$ cat config.mk
export PLATFORM = sky130hd
export DESIGN_NAME = xchan_power_interlock
export DESIGN_NICKNAME = d
export VERILOG_FILES = /design/src/rtl/xchan_power_interlock.sv
export SDC_FILE = /design/constraint.sdc
export NUM_CORES = 1
export LEC_CHECK = 0
export BUFFER_PORTS_ARGS = -buffer_cell sky130_fd_sc_hd__buf_2
export CELL_PAD_IN_SITES_DETAIL_PLACEMENT = 1
export CELL_PAD_IN_SITES_GLOBAL_PLACEMENT = 2
export CORE_ASPECT_RATIO = 0.75
export CORE_MARGIN = 5
export CORE_UTILIZATION = 35
export CTS_CLUSTER_SIZE = 25
export DETAILED_ROUTE_END_ITERATION = 10
export PLACE_DENSITY = 0.8
export SYNTH_ARGS = -nofsm -noshare
export SYNTH_HDL_FRONTEND = slang
export SYNTH_SLANG_ARGS = --single-unit
$ cat constraint.sdc
create_clock -name clk -period 2.09 [get_ports clk]
set_input_delay 0.1045 -clock clk [delete_from_list [all_inputs] [get_ports clk]]
set_output_delay 0.1045 -clock clk [all_outputs]
set_load 0.03 [all_outputs]
$ cat src/rtl/xchan_power_interlock.sv
module xchan_power_interlock #(
  parameter int CODE_W = 8,
  parameter int WIN    = 8
) (
  input  logic              clk,
  input  logic              rst_n,
  input  logic [CODE_W-1:0] a_code,
  input  logic              a_valid,
  input  logic [CODE_W-1:0] b_code,
  input  logic              b_valid,
  input  logic              a_fault,
  input  logic              b_fault,
  input  logic              maint_clr,
  output logic              a_pwr_en,
  output logic              b_pwr_en,
  output logic              a_com_en,
  output logic              b_com_en,
  output logic              safe_latched
);
  localparam int CNT_W = $clog2(WIN) + 1;
  localparam logic [CNT_W-1:0] LAST = CNT_W'(WIN - 1);

  logic              a_got, b_got, a_pwr_q, b_pwr_q, shut_q;
  logic [CODE_W-1:0] a_hold, b_hold;
  logic [CNT_W-1:0]  wait_cnt;

  logic [CODE_W-1:0] a_eff, b_eff;
  logic              pair_done, code_match, code_miss, win_out, kill;

  assign a_eff      = a_got ? a_hold : a_code;
  assign b_eff      = b_got ? b_hold : b_code;
  assign pair_done  = (a_got | a_valid) & (b_got | b_valid);
  assign code_match = pair_done & (a_eff == b_eff);
  assign code_miss  = pair_done & (a_eff != b_eff);
  assign win_out    = (a_got ^ b_got) & ~pair_done & (wait_cnt == LAST);
  assign kill       = code_miss | win_out | a_fault | b_fault;

  // result capture and pairing window
  always_ff @(posedge clk or negedge rst_n) begin
    if (!rst_n) begin
      a_got    <= 1'b0;
      b_got    <= 1'b0;
      a_hold   <= '0;
      b_hold   <= '0;
      wait_cnt <= '0;
    end else if (pair_done || win_out || shut_q) begin
      a_got    <= 1'b0;
      b_got    <= 1'b0;
      wait_cnt <= '0;
    end else begin
      if (a_valid && !a_got) begin
        a_got  <= 1'b1;
        a_hold <= a_code;
      end
      if (b_valid && !b_got) begin
        b_got  <= 1'b1;
        b_hold <= b_code;
      end
      wait_cnt <= (a_got ^ b_got) ? wait_cnt + 1'b1 : '0;
    end
  end

  // power chain: A from both checks, B cascaded from A
  always_ff @(posedge clk or negedge rst_n) begin
    if (!rst_n) begin
      a_pwr_q <= 1'b0;
      b_pwr_q <= 1'b0;
      shut_q  <= 1'b0;
    end else begin
      a_pwr_q <= ~kill & ~shut_q & (a_pwr_q | code_match);
      b_pwr_q <= a_pwr_q;
      shut_q  <= kill | (shut_q & ~maint_clr);
    end
  end

  assign a_pwr_en     = a_pwr_q;
  assign b_pwr_en     = b_pwr_q;
  assign a_com_en     = a_pwr_q & ~kill;
  assign b_com_en     = b_pwr_q & a_pwr_q & ~kill;
  assign safe_latched = shut_q;

  AST_B_FOLLOWS_A: assert property (@(posedge clk) disable iff (!rst_n)
    b_pwr_en |-> $past(a_pwr_en));
  AST_KILL_LATCHES: assert property (@(posedge clk) disable iff (!rst_n)
    kill |=> safe_latched && !a_pwr_en);
  AST_LATCH_HOLDS: assert property (@(posedge clk) disable iff (!rst_n)
    safe_latched && !maint_clr |=> safe_latched);
  AST_SAFE_QUIET: assert property (@(posedge clk) disable iff (!rst_n)
    safe_latched |-> !a_pwr_en && !a_com_en && !b_com_en);
  AST_PWR_NEEDS_MATCH: assert property (@(posedge clk) disable iff (!rst_n)
    $rose(a_pwr_en) |-> $past(code_match));
  AST_FAULT_CUTS_COMMS: assert property (@(posedge clk) disable iff (!rst_n)
    (a_fault || b_fault) |-> !a_com_en && !b_com_en);
endmodule

After elaboration in Yosys (flattened, before gate mapping)
Index checks and enable logic that the tools add are counted.

word-level totals
  register bits after elaboration = 25
  input bits = 23
  output and inout port bits = 5
  word-level logic and storage cells = 54

operators by class
  $add $sub $neg = 1
  equality and inequality tests = 3
  muxes and demuxes = 8
  bitwise logic cells = 24
  reductions and logical operators = 10

operators with widths
  cell                                                                   number
  8-bit two-way mux                                                      2
  1-bit AND                                                              11
  8-bit equality test                                                    1
  4-bit two-way mux                                                      2
  8-bit != test                                                          1
  1-bit bitwise OR                                                       7
  1-bit NOT                                                              5
  4-bit by 1-bit adder with 4-bit output, second input constant          1
  4-bit by 3-bit equality test with 1-bit output, second input constant  1
  1-bit two-way mux                                                      4
  2-bit AND reduction                                                    2
  2-bit nonzero test                                                     2
  1-bit logical AND                                                      2
  1-bit zero test                                                        2
  1-bit logical OR                                                       2
  1-bit bitwise XOR                                                      1

Longest topological paths before layout
Gate-level depths: netlist of run 1.

  depth after elaboration = 11
  gate-level depth with buffers = 6
  gate-level depth less buffers = 6

Worst setup path before layout of run 1
No wires, ideal clock.

  path kind = register to output
  from = reg a_got
  to = out b_com_en
  arrival = 1.581 ns
  data required time = 1.986 ns
  setup slack = 0.404 ns
  stages on the path, launching flop included = 7
  path buffers = 1
  cell sequence = dfrtp_1 -> buf_6 -> mux2i_1 -> xnor2_1 -> nand4_1 -> o21ai_1 -> and4_1

between the ends
  word-level cells in the longest chain between the ends = 10
  elaborated cells on any way between the ends = 14
  classes of those cells = 1 x eq/ne; 1 x mux; 12 x bitwise

RTL lines
  item                               line  source
  from (decl)                        23    logic a_got, b_got, a_pwr_q, b_pwr_q, shut_q;
  from (signal assigned)             41    a_got <= 1'b0;
  from (signal assigned)             47    a_got <= 1'b0;
  from (signal assigned)             52    a_got <= 1'b1;
  1-bit bitwise OR                   32    assign pair_done = (a_got | a_valid) & (b_got | b_valid);
  1-bit AND                          32
  1-bit NOT                          35    assign win_out = (a_got ^ b_got) & ~pair_done & (wait_cnt == LAST);
  1-bit AND (2 in a row)             35
  1-bit bitwise OR (*) (3 in a row)  36    assign kill = code_miss | win_out | a_fault | b_fault;
  1-bit NOT (*)                      79    assign b_com_en = b_pwr_q & a_pwr_q & ~kill;
  1-bit AND (*)                      79
  to (decl)                          17    output logic b_com_en,

Every way passes the cells marked *; elsewhere a longest branch is shown, timed or not.

Final worst setup path of run 1
Ends and elaborated chain as after synthesis.

==> results by stage, run 1 <==
Status:
- The run finished with clean final reports.

Clock tree:
- Counting the buffers created by CTS gives 3.
- The number of H-tree levels is 1.
- The tree is rooted in a sky130_fd_sc_hd__clkbuf_8.
- The clock passes through at most 2 buffers.
- Clock-pin slew was measured on the worst setup and hold paths at about 0.09 ns.
- The number of sinks handled by clock tree synthesis is 25.
- The clock reaches the later pin of the worst-skew pair after around 0.27 ns.
- The CTS tree is built.

Drt:
- The overall routed net length is about 2.8 mm.
- The count of nets left with antenna violations once routing finished came out at 0.
- For this run, the detailed router's first-pass iteration total came to 3.
- For this run, design rule violations remaining after detail routing come to 0.
- The number of violations reported at the end of detailed-routing iteration 0 is 27.
- The average detailed-routed wire length per instance is approximately 15 microns.
- The routed layout has ~900 vias.
- The average via count per standard cell is 4.71.

Worst setup path:
- The worst path arrival time is about 1.9 ns.
- For the worst setup path, the data required time is 1.99 ns.
- The delay of the slowest cell on the worst path is 0.45 ns.
- Along the worst path, the maximum fanout reaches 5.
- The worst setup path is of the reg2out kind.
- The gate family responsible for the most delay along the worst path is flip-flops.
- STA classifies the critical path startpoint as a register.
- The cell with the largest stage delay on the worst path is sky130_fd_sc_hd__dfrtp_2.
- The nature of the critical path endpoint is a primary output.
- Counting both buffers and inverters, the worst setup path holds a total of 2.
- The critical path goes through buf_4, mux2i_2, xnor2_1, nand4_1, o21ai_2, and4_1, buf_6.

Power and ir drop:
- For this design the static power due to leakage is approximately 0.71 nW.
- The power density over the cells is around 680 nW/um^2.
- The worst-case IR drop observed on VDD is approximately 280 uV.
- The total power is about 1.1 mW.

Logic synthesis:
- The number of flops mapped to enable cells by yosys is 0.
- The number of unique standard cell types used by synthesis is 27.
- Synthesis inferred 25 register bits.
- After synthesis the cells add up to about 1300 sq um.
- The top flip-flop cell by instance count after synthesis is sky130_fd_sc_hd__dfrtp_1.
- A synthesized cell averages 12.4 sq um.
- Counting every net in the synthesized netlist gives approximately 130.
- After technology mapping, the gate count stands at approximately 100.
- The sequential area share after synthesis is 49.1%.
- The count of synthesis-stage warnings from yosys is 0.
- After synthesis, the share of flip-flops with an asynchronous set or reset is 100%.

Timing:
- The number of pins with negative max-slew slack in the final report came to 0.
- The transition time at the pin with the least slew margin is about 0.57 ns.
- Hold is met by roughly 0.051 ns.
- The highest clock rate is 492 MHz.
- The clock period could shrink to slightly above 2 ns.
- Setup repair after global routing could not meet its margin everywhere.
- The hold violation count in the final report came to 0.
- The worst pin sits at a relative slew slack of between 60 and 70%.
- The final worst clock skew is a little over 0.007 ns.
- In the finished design, the share of the clock period the worst path needs comes to between 90% and 100%.
- The number of failing setup endpoints in the final timing report is 0.

Placed design:
- At the end of routability-driven placement, the weighted congestion stood at 0.696.
- Detailed placement finished with a half-perimeter wire length of 2.17 mm.
- The number of cells after detailed placement is around 180.
- The count of buffers from port buffering is 27.

Finish:
- The antenna diode count is 0.
- For this run, the post-layout net count is 164.
- Summing all multi-input logic gate instances after layout gives approximately 660 sq um.
- Of the cells placed in the final design, the portion with a size suffix greater than 1 is a little under half.
- The finished layout holds 191 standard cells, fillers aside.
- The register cell area after layout is around 630 sq um.
- Relative to the synthesized area, the layout overhead comes to 26.9%.
- Counting the fill cells in the layout gives 400.

Run:
- Max-cap violations in this run came to 0.

GRT:
- The final global-route overflow total is 0.
- Entering global routing, the biggest net connects 26 pins.
- The global-route wire length before repair is about 4.7 mm.
- The total global routing track utilization is about an eighth.
- The initial antenna violation count came to 0.
- The number of global-route vias before repair is ~950.

Floorplanning:
- In this run the vertical extent of the chip is 62.2 microns.
- The horizontal die dimension is ~80 microns.
- The cell row count is 19.
- The total area inside the core boundary comes to between 3000 and 4000 sq um.
- The initial core utilization is a little over a third.
- The full die area is 4960 sq um.
- The number of top-level pins is 28.

Hold path:
- The path category of the worst min-delay check is in2reg.
==> state kept, by name (all words and copies together) (netlist names) <==
signal and count:
a_pwr_en 1, wait_cnt 4, a_got 1, b_hold 8, b_got 1, b_pwr_en 1
safe_latched 1, a_hold 8
==> layout make-up <==
type                    count  area share, %
well taps                  52           4.02
flip-flops and latches     25           38.8
repair buffers             35           13.2
multi-input cells          74           40.9
clock buffers               4           2.79
inverters                   1          0.232
==> worst paths after layout <==
check | slack (ns) | to | from | cells past startpoint
max in group asynchronous | 1.33 | a_got$_DFFE_PN0P_ | rst_n | 2
min reg2reg | 0.45 | b_pwr_en$_DFF_PN0_ | a_pwr_en$_DFF_PN0_ | 0
max | 0.06 | b_com_en | a_got$_DFFE_PN0P_ | 7
min in group asynchronous | 0.35 | b_hold[6]$_DFFE_PN0P_ | rst_n | 2
max reg2reg | 0.29 | wait_cnt[2]$_DFF_PN0_ | a_got$_DFFE_PN0P_ | 6
min | 0.05 | safe_latched$_DFF_PN0_ | b_fault | 3
==> Yosys cell counts, types with 2 or more instances <==
| master | number | area [sq um] |
|---|---|---|
| sky130_fd_sc_hd__dfrtp_1 | 25 | 626 |
| sky130_fd_sc_hd__nand2_1 | 2 | 7.51 |
| sky130_fd_sc_hd__xnor2_1 | 10 | 87.6 |
| sky130_fd_sc_hd__nor2_1 | 9 | 33.8 |
| sky130_fd_sc_hd__nand3_1 | 3 | 15.0 |
| sky130_fd_sc_hd__buf_6 | 2 | 22.5 |
| sky130_fd_sc_hd__nand4_1 | 2 | 12.5 |
| sky130_fd_sc_hd__mux2i_1 | 16 | 160 |
| sky130_fd_sc_hd__mux2_2 | 16 | 180 |
==> timing repair <==
item | CTS | global route
setup buffers | 0 | 2
cloned | 0 | 0
setup endpoints to repair | 2 | 2
hold buffers | 1 | 0
resized for setup | 5 | 10
pin swaps | 0 | 5
endpoints found under the hold margin | 25 | 0
==> kinds of logic after synthesis <==
logic type / after synthesis / share of synthesized area [%]
mux: 32 / 26.7
flops: 25 / 49.1
buf+inv: 4 / 2.46
xor+xnor: 11 / 7.56
compound gates: 4 / 2.06
simple gates: 26 / 11.1
fa+ha+maj: 1 / 0.982
==> where the power goes <==
part	switching [mW]	internal, mW
logic	0.0804	0.118
clock network	0.153	0.136
registers	0.0507	0.567
==> placed cells by master (no fill, tap or decap), types with 2 or more instances in the layout <==
master	Yosys	layout
sky130_fd_sc_hd__buf_2	1	25
sky130_fd_sc_hd__buf_4	0	6
sky130_fd_sc_hd__buf_6	2	3
sky130_fd_sc_hd__clkbuf_8	0	3
sky130_fd_sc_hd__dfrtp_1	25	24
sky130_fd_sc_hd__mux2_2	16	16
sky130_fd_sc_hd__mux2i_1	16	11
sky130_fd_sc_hd__mux2i_2	0	3
sky130_fd_sc_hd__mux2i_4	0	2
sky130_fd_sc_hd__nand2_1	2	2
sky130_fd_sc_hd__nand3_1	3	3
sky130_fd_sc_hd__nand4_1	2	2
sky130_fd_sc_hd__nor2_1	9	9
sky130_fd_sc_hd__xnor2_1	10	10
==> layer usage <==
layer,share of wire (%),wire [microns],global-route usage [%],up-vias
li1,-,-,-,434
met1,44,1240,14.8,441
met2,50,1420,20.1,20
met3,5.8,165,4.91,4
met4,0.77,22,2.58,0
met5,0,0,0,-
==> through the flow <==
step	TNS [ns]	utilization [%]	worst slack, ns	cell area, sq um
finish	0	45.0	0.0559	1620
global route	-0.0829	45.0	-0.0531	1620
CTS	0	43.3	0.00839	1550
detailed placement	0	41.3	0.219	1480
global placement	0	41.3	0.273	1480
floorplan	0	-	0.404	1270
==> worst min-delay path, cell delays in order <==
cell and delay (ns):
sky130_fd_sc_hd__buf_2 0.09, sky130_fd_sc_hd__a211oi_2 0.04, sky130_fd_sc_hd__nand3_1 0.06
Note: power is estimated with default switching activity, not from simulation.
==> run 2, diff against run 1 <==
--- a/config.mk
+++ b/config.mk
@@ -9,9 +9,9 @@
 export CELL_PAD_IN_SITES_DETAIL_PLACEMENT = 1
 export CELL_PAD_IN_SITES_GLOBAL_PLACEMENT = 2
 export CORE_ASPECT_RATIO = 0.75
-export CORE_MARGIN = 5
+export CORE_MARGIN = 2
 export CORE_UTILIZATION = 35
-export CTS_CLUSTER_SIZE = 25
+export CTS_CLUSTER_SIZE = 40
 export DETAILED_ROUTE_END_ITERATION = 10
 export PLACE_DENSITY = 0.8
 export SYNTH_ARGS = -nofsm -noshare
==> run 2 against run 1 <==
  * Count of clock-buffer cells in the layout unchanged
  * Final cell count down 6.8%
  * Total power about the same
  * Sequential power about the same
  * Clock skew down 0.0011 ns
  * Non-clock buffer count down 1
  * First-iteration DRC count down 15%
  * Worst hold slack better by 0.022 ns
  * Largest cell class unchanged
  * Highest routed layer unchanged
==> results by stage, run 2 (synthesized netlist as in run 1, its figures left out) <==
Status:
- The run finished with clean final reports.

Power and ir drop:
- The total power is ~1.1 mW.
- For this design the ratio of total power to cell area is 677 nW/um^2.
- In this run the static leakage power is a little over 0.7 nW.
- The maximum vdd drop is around 350 uV.

Finish:
- The sequential cells in the finished layout cover a total of around 630 sq um.
- Counting the fill cells in the layout gives 381.
- The ratio of cells with drive above 1 in the final layout is approximately half.
- The antenna diode count is 0.
- The net count of the finished layout is 163.
- The library cell used most frequently in the layout, excluding fill and tap cells, is sky130_fd_sc_hd__buf_2.
- The library cells used most frequently in the layout, excluding fill and tap cells, are sky130_fd_sc_hd__buf_2, sky130_fd_sc_hd__dfrtp_1, sky130_fd_sc_hd__mux2_2, sky130_fd_sc_hd__xnor2_1.
- The post-synthesis to final-layout area growth is 28.2%.
- The multi-input combinational cells in the finished layout cover a total of 672 sq um.
- In the final layout, the registers with the most flip-flops are a_hold (8), b_hold (8), wait_cnt (4).
- The post-layout instance area is roughly 1600 sq um.

Worst setup path:
- The terminus of the critical flop-to-flop path is wait_cnt[2]$_DFF_PN0_.
- STA classifies the critical path startpoint as a register.
- The depth of the most critical reg-to-reg path is 7.
- The setup slack of the worst register-to-register path is 0.27 ns.
- The nature of the critical path endpoint is a primary output.
- The worst register-to-register path begins at b_got$_DFFE_PN0P_.
- STA puts the critical path data required time at ~2.0 ns.
- The biggest fanout along the worst timing path is 4.
- The worst path arrival time is roughly 1.9 ns.
- The critical path start-end classification is reg2out.

Timing:
- Setup violations remaining at the end of the flow were counted as 0.
- Setup repair after global routing could not meet its margin everywhere.
- For the pin with the worst max-slew slack, the measured transition is approximately 0.57 ns.
- Timing would allow up to 495 MHz.
- The hold violation count in the final report is 0.
- Dividing the final minimum period by the clock period gives 96.7%.
- Clock skew on the completed layout was measured at roughly 0.006 ns.
- The setup TNS is 0 ns.
- In this run the tightest slew margin relative to its limit is 61.9%.
- The setup slack of the critical path after layout is between 0.06 and 0.07 ns.
- The number of pins with negative max-slew slack in the final report is 0.
- The worst path in the final design needs a cycle of 2.02 ns, including I/O delays and setup.

Drt:
- The number of violations reported at the end of detailed-routing iteration 0 is 23.
- For this block, the routed nets add up to ~2.7 mm of wire.
- The number of nets still failing antenna checks after routing is 0.
- The average detailed-routed wire length per instance is between 15 and 20 microns.
- The average via count per standard cell is around 5.1.
- For this run, the detailed router's first-pass iteration total came to 4.
- For this run, design rule violations remaining after detail routing come to 0.
- Summing over every cut layer, the via total after detailed routing is approximately 910.

Placed design:
- The worst setup timing slack at the placement stage is -0.0206 ns.
- The placer congestion estimate is about 0.8.
- Port buffering added 27 buffers.
- The placed instances occupy a cell area of around 1500 sq um.

Clock tree:
- The number of buffers created by CTS is 3.
- At the later pin of the worst-skew pair, clock insertion delay measures around 0.27 ns.
- The CTS clock-pin slew for the worst setup and hold paths is roughly 0.09 ns.
- The clock tree root buffer cell is sky130_fd_sc_hd__clkbuf_8.
- The CTS tree is built.
- The number of sinks handled by clock tree synthesis is 25.
- The number of H-tree levels is 1.
- The maximum count of clock buffers along a single path is 2.

Hold path:
- In this run the most critical hold path is launched from b_fault.
- The path class of the tightest hold or removal check is in2reg.
- The endpoint of the worst hold-timing path is safe_latched$_DFF_PN0_.
- The count of cells along the worst hold path is 3.

Floorplanning:
- The die covers between 4000 and 5000 sq um.
- The number of top-level pins is 28.
- The initial core utilization is between 30% and 40%.
- The die is around 56 microns tall.
- The cell row count is 18.
- The area of the core is approximately 3400 sq um.
- Measured along the x axis, the die boundary spans ~74 microns.

GRT:
- The initial antenna violation count is 0.
- The first global-routing pass estimated 4.46 mm of wire.
- The number of global-route vias before repair is ~940.
- The total global routing track utilization is 14.2%.
- For this run the aggregate overflow at the end of global routing stands at 0.
- Entering global routing, the biggest net connects 26 pins.

Run:
- The max-capacitance violation count is 0.
[run 2: cell type report]
type,instances,area share [%]
Inverter,1,0.230
Clock buffer,4,2.76
Sequential cell,25,38.4
Tap cell,40,3.07
Timing Repair Buffer,34,14.4
Multi-Input combinational cell,74,41.1
[run 2: what timing repair did]
action                                 4_1_cts  5_1_grt
gates resized for setup                      8       14
buffers inserted                             3        2
pin swaps                                    2        5
endpoints found under the hold margin       25        0
setup endpoints to repair                    2        2
gates cloned                                 0        0
hold buffers                                 1        0
[run 2: worst max path at each step]
| stage | startpoint | endpoint | slack (ns) |
|---|---|---|---|
| 2_1_floorplan | a_got$_DFFE_PN0P_ | b_com_en | 0.40 |
| 3_5_place_dp | a_got$_DFFE_PN0P_ | b_com_en | -0.02 |
| 4_1_cts | b_got$_DFFE_PN0P_ | a_com_en | 0.008 |
| 6_report | a_got$_DFFE_PN0P_ | b_com_en | 0.07 |
| 5_1_grt | a_got$_DFFE_PN0P_ | b_com_en | -0.03 |
| 3_3_place_gp | a_got$_DFFE_PN0P_ | b_com_en | 0.09 |
[run 2: routing by layer]
| metal | wire, microns | GRT usage, % |
|---|---|---|
| met2 | 1290 | 22.6 |
| met3 | 131 | 3.80 |
| met1 | 1280 | 19.4 |
| met4 | 10 | 2.34 |
| met5 | 0 | 0 |
[run 2: critical path, cell delays in order (launching register included)]
cell and delay [ns]:
sky130_fd_sc_hd__dfrtp_2 0.44, sky130_fd_sc_hd__buf_6 0.14, sky130_fd_sc_hd__mux2i_2 0.19, sky130_fd_sc_hd__xnor2_1 0.14, sky130_fd_sc_hd__nand4_1 0.18, sky130_fd_sc_hd__o21ai_2 0.20, sky130_fd_sc_hd__and4_1 0.22, sky130_fd_sc_hd__buf_6 0.13
[run 2: per-stage QoR]
step                      instances  utilization [%]  hold slack, ns
after CTS                       176             45.9          0.0731
after detailed placement        168             43.0           0.145
after global routing            178             48.3          0.0665
final                           178             48.3          0.0728
after floorplan                 103                -          -0.191
after global placement          168             43.0           0.130
[run 2: where the power goes]
part	switching (mW)	total (mW)	internal, mW
combinational	0.0792	0.202	0.122
sequential	0.0524	0.619	0.567
clock	0.149	0.285	0.136
total	0.280	1.11	0.825
==> run 3, diff against run 2 <==
--- a/config.mk
+++ b/config.mk
@@ -13,6 +13,7 @@
 export CORE_UTILIZATION = 35
 export CTS_CLUSTER_SIZE = 40
 export DETAILED_ROUTE_END_ITERATION = 10
+export MAX_ROUTING_LAYER = met4
 export PLACE_DENSITY = 0.8
 export SYNTH_ARGS = -nofsm -noshare
 export SYNTH_HDL_FRONTEND = slang
==> constraint.sdc (replaced) <==
create_clock -name clk -period 2.09 [get_ports clk]
set_input_delay 0.209 -clock clk [delete_from_list [all_inputs] [get_ports clk]]
set_output_delay 0.209 -clock clk [all_outputs]
set_load 0.03 [all_outputs]
==> run 3 against run 2 <==
  * The flow now finishes with violations (setup timing)
  * Register-to-register slack worse by 0.08 ns
  * Sequential share of layout area is 0.87 points lower
  * Setup slack worse by 0.17 ns
  * Combinational power is 5% higher
  * Worst hold slack better by 0.10 ns
  * Count of clock-buffer cells in the layout stayed put
  * Final cell count is 3.4% higher
  * Maximum frequency is 7.9% lower
  * Sequential cell count stayed put
  * Critical path type unchanged
  * Largest power group unchanged
==> results by stage, run 3 (synthesized netlist as in run 1, its figures left out) <==
Status:
- The run finished, with violations left.
- The final reports fail on setup timing.

Worst setup path:
- STA puts the critical path data required time at around 1.9 ns.
- The largest single stage delay on the critical path is between 0.4 and 0.5 ns.
- The nature of the critical path endpoint is a primary output.
- The worst path arrival time is 1.98 ns.
- For this design, the slowest cell found on the critical path is sky130_fd_sc_hd__dfrtp_2.
- The setup check on the worst reg-to-reg path leaves a slack of 0.19 ns.
- The critical path start-end classification is reg2out.
- The terminus of the critical flop-to-flop path is wait_cnt[2]$_DFF_PN0_.
- Traced cell by cell, the critical path runs through buf_12, mux2i_2, xnor2_1, nand4_1, o21ai_2, and4_1, buf_6.
- The number of cells on the worst reg-to-reg path is 8.
- The worst setup path is launched from a register.
- The critical register-to-register path startpoint is a_got$_DFFE_PN0P_.
- Along the worst path, the maximum fanout reaches 6.

Power and ir drop:
- In this run the static leakage power is around 0.74 nW.
- Power comes to 1.11 mW.
- Power spread over the standard cell area amounts to 666 nW/um^2.
- VDD sags by at most ~470 uV.

Timing:
- Setup violations remaining at the end of the flow were counted as 2.
- The hold violation count in the final report is 0.
- On the final layout, the worst hold slack is about 0.18 ns.
- The number of pins with negative max-slew slack in the final report is 0.
- Derived from the worst setup path, the maximum achievable clock frequency is 456 MHz.
- Setup repair after global routing could not meet its margin everywhere.
- The setup slack of the critical path after layout is -0.103 ns.
- The transition time at the pin with the least slew margin is ~0.6 ns.
- The ratio of final minimum period to clock period is 105%.
- The minimum period implied by the final worst setup slack is 2.19 ns.
- The worst pin sits at a relative slew slack of approximately 60%.
- The final worst clock skew is a little over 0.002 ns.

Clock tree:
- The clock latency on the worst-skew pair is between 0.2 and 0.3 ns.
- CTS saw 25 sinks.
- The number of clock buffers added by TritonCTS is 3.
- The maximum count of clock buffers along a single path is 2.
- TritonCTS built the clock tree.
- Clock-pin slew was measured on the worst setup and hold paths at ~0.08 ns.
- In this run the clock root is driven by a sky130_fd_sc_hd__clkbuf_8.
- The number of H-tree levels is 1.

GRT:
- For this run the aggregate overflow at the end of global routing stands at 0.
- The initial antenna violation count is 0.
- The met1 demand-to-capacity share in global routing is a little over a fifth.
- The met3 track demand over resource in global routing is between 4 and 5%.
- Global routing used between 10% and 20% of the available tracks across all layers.
- The number of global-route vias before repair came to 1,025.
- The first global-routing pass estimated approximately 5 mm of wire.
- The maximum number of pins on one net before global-route repair is 26.
- Global routing consumed, on the met2 layer, a little over a quarter of the routing resources.
- After global routing, the most crowded layer is met2.

Drt:
- The routed via count is about 940.
- The average via count per standard cell is 5.12.
- The residual DRC count is 0.
- The first routing iteration left 16 violations.
- The number of nets still failing antenna checks after routing is 0.
- Dividing the detail-routed wire length by the instance count gives between 15 and 20 microns.
- The overall routed net length is between 2 and 3 mm.
- Before antenna repair, the detailed router went through 4 iterations.

Floorplanning:
- After floorplanning, the core was divided into 18 placement rows.
- The initial core utilization is 37.7%.
- The area of the core is ~3400 sq um.
- From bottom edge to top edge, the die measures between 50 and 60 microns.
- The number of top-level pins is 28.
- The horizontal die dimension is ~74 microns.
- The full die area is 4140 sq um.

Finish:
- The most common library cell in the layout ignoring fill and taps is sky130_fd_sc_hd__buf_2.
- The top cell types in the final layout, fill and taps aside, are sky130_fd_sc_hd__buf_2, sky130_fd_sc_hd__dfrtp_1, sky130_fd_sc_hd__mux2_2, sky130_fd_sc_hd__xnor2_1, sky130_fd_sc_hd__nor2_1.
- The count of nets after finishing is between 150 and 200.
- 0 antenna diodes ended up in the layout.
- The ratio of cells with drive above 1 in the final layout is about half.
- The area growth from synthesis to layout is 31.4%.
- The number of filler cells placed in the layout is about 380.
- Cells fill 49.6% of the core in the end.
- The largest registers in the layout are a_hold (8), b_hold (8), wait_cnt (4).
- The post-layout instance area is 1670 sq um.

Run:
- The max-capacitance violation count is 0.

Placed design:
- Timing analysis after detailed placement gives a worst setup slack of -0.0551 ns.
- The placer congestion estimate is 0.714.
- The wire-length estimate of the detail-placed layout is approximately 2.2 mm.
- Port buffering added 27 buffers.
- The placed instances occupy a cell area of around 1500 sq um.

Hold path:
- The count of cells along the worst hold path is 3.
- The start point of the worst min-delay path is b_fault.
- The path category of the worst min-delay check is in2reg.
- The path with the worst hold slack has its endpoint at safe_latched$_DFF_PN0_.
==> run 3: cell count changes in the layout (fill, tap and decap cells not counted), sizes merged <==
cell  change
buf       +6
==> run 3: how the worst max path moves through the flow <==
stage / startpoint / to / slack [ns]
2_1_floorplan: a_got$_DFFE_PN0P_ / b_com_en / 0.30
3_3_place_gp: b_got$_DFFE_PN0P_ / b_com_en / -0.01
3_5_place_dp: b_got$_DFFE_PN0P_ / b_com_en / -0.06
4_1_cts: a_got$_DFFE_PN0P_ / b_com_en / -0.08
5_1_grt: a_got$_DFFE_PN0P_ / b_com_en / -0.20
6_report: a_got$_DFFE_PN0P_ / b_com_en / -0.10
==> run 3: where the power goes <==
group	switching (mW)	internal (mW)
Combinational	0.0845	0.127
Clock	0.145	0.136
Sequential	0.0546	0.567
==> run 3: timing repair <==
action / CTS / global route
hold endpoints to repair: 25 / 0
gates resized for setup: 15 / 4
endpoints found under the setup margin: 2 / 2
pin swaps: 5 / 4
cloned: 0 / 0
buffers inserted: 6 / 2
hold buffers: 1 / 0
==> run 3: critical path: cells and delay by family, from the launching register on <==
kind	cells	cell delay, ns
mux	1	0.21
compound gates	1	0.21
buf+inv	2	0.29
flops	1	0.46
simple gates	2	0.41
xor+xnor	1	0.14
==> run 3: metal layers <==
layer,share of wire [%],wire length (microns)
met3,5.0,150
met5,0,0
met2,49,1470
met1,44,1320
met4,1.0,31
==> run 3: cell type report <==
type | instances | area (sq um) | area share, %
multi-input combinational | 74 | 673 | 40.2
inverter | 1 | 3.75 | 0.224
clock buffer | 4 | 45.0 | 2.69
sequential | 25 | 628 | 37.5
timing repair buffer | 40 | 274 | 16.4
tap | 40 | 50.0 | 2.99
==> run 3: through the flow <==
stage / setup TNS, ns / instances
global placement: -0.0139 / 171
CTS: -0.136 / 182
detailed placement: -0.0974 / 171
global route: -0.385 / 184
finish: -0.174 / 184
floorplan: 0 / 103
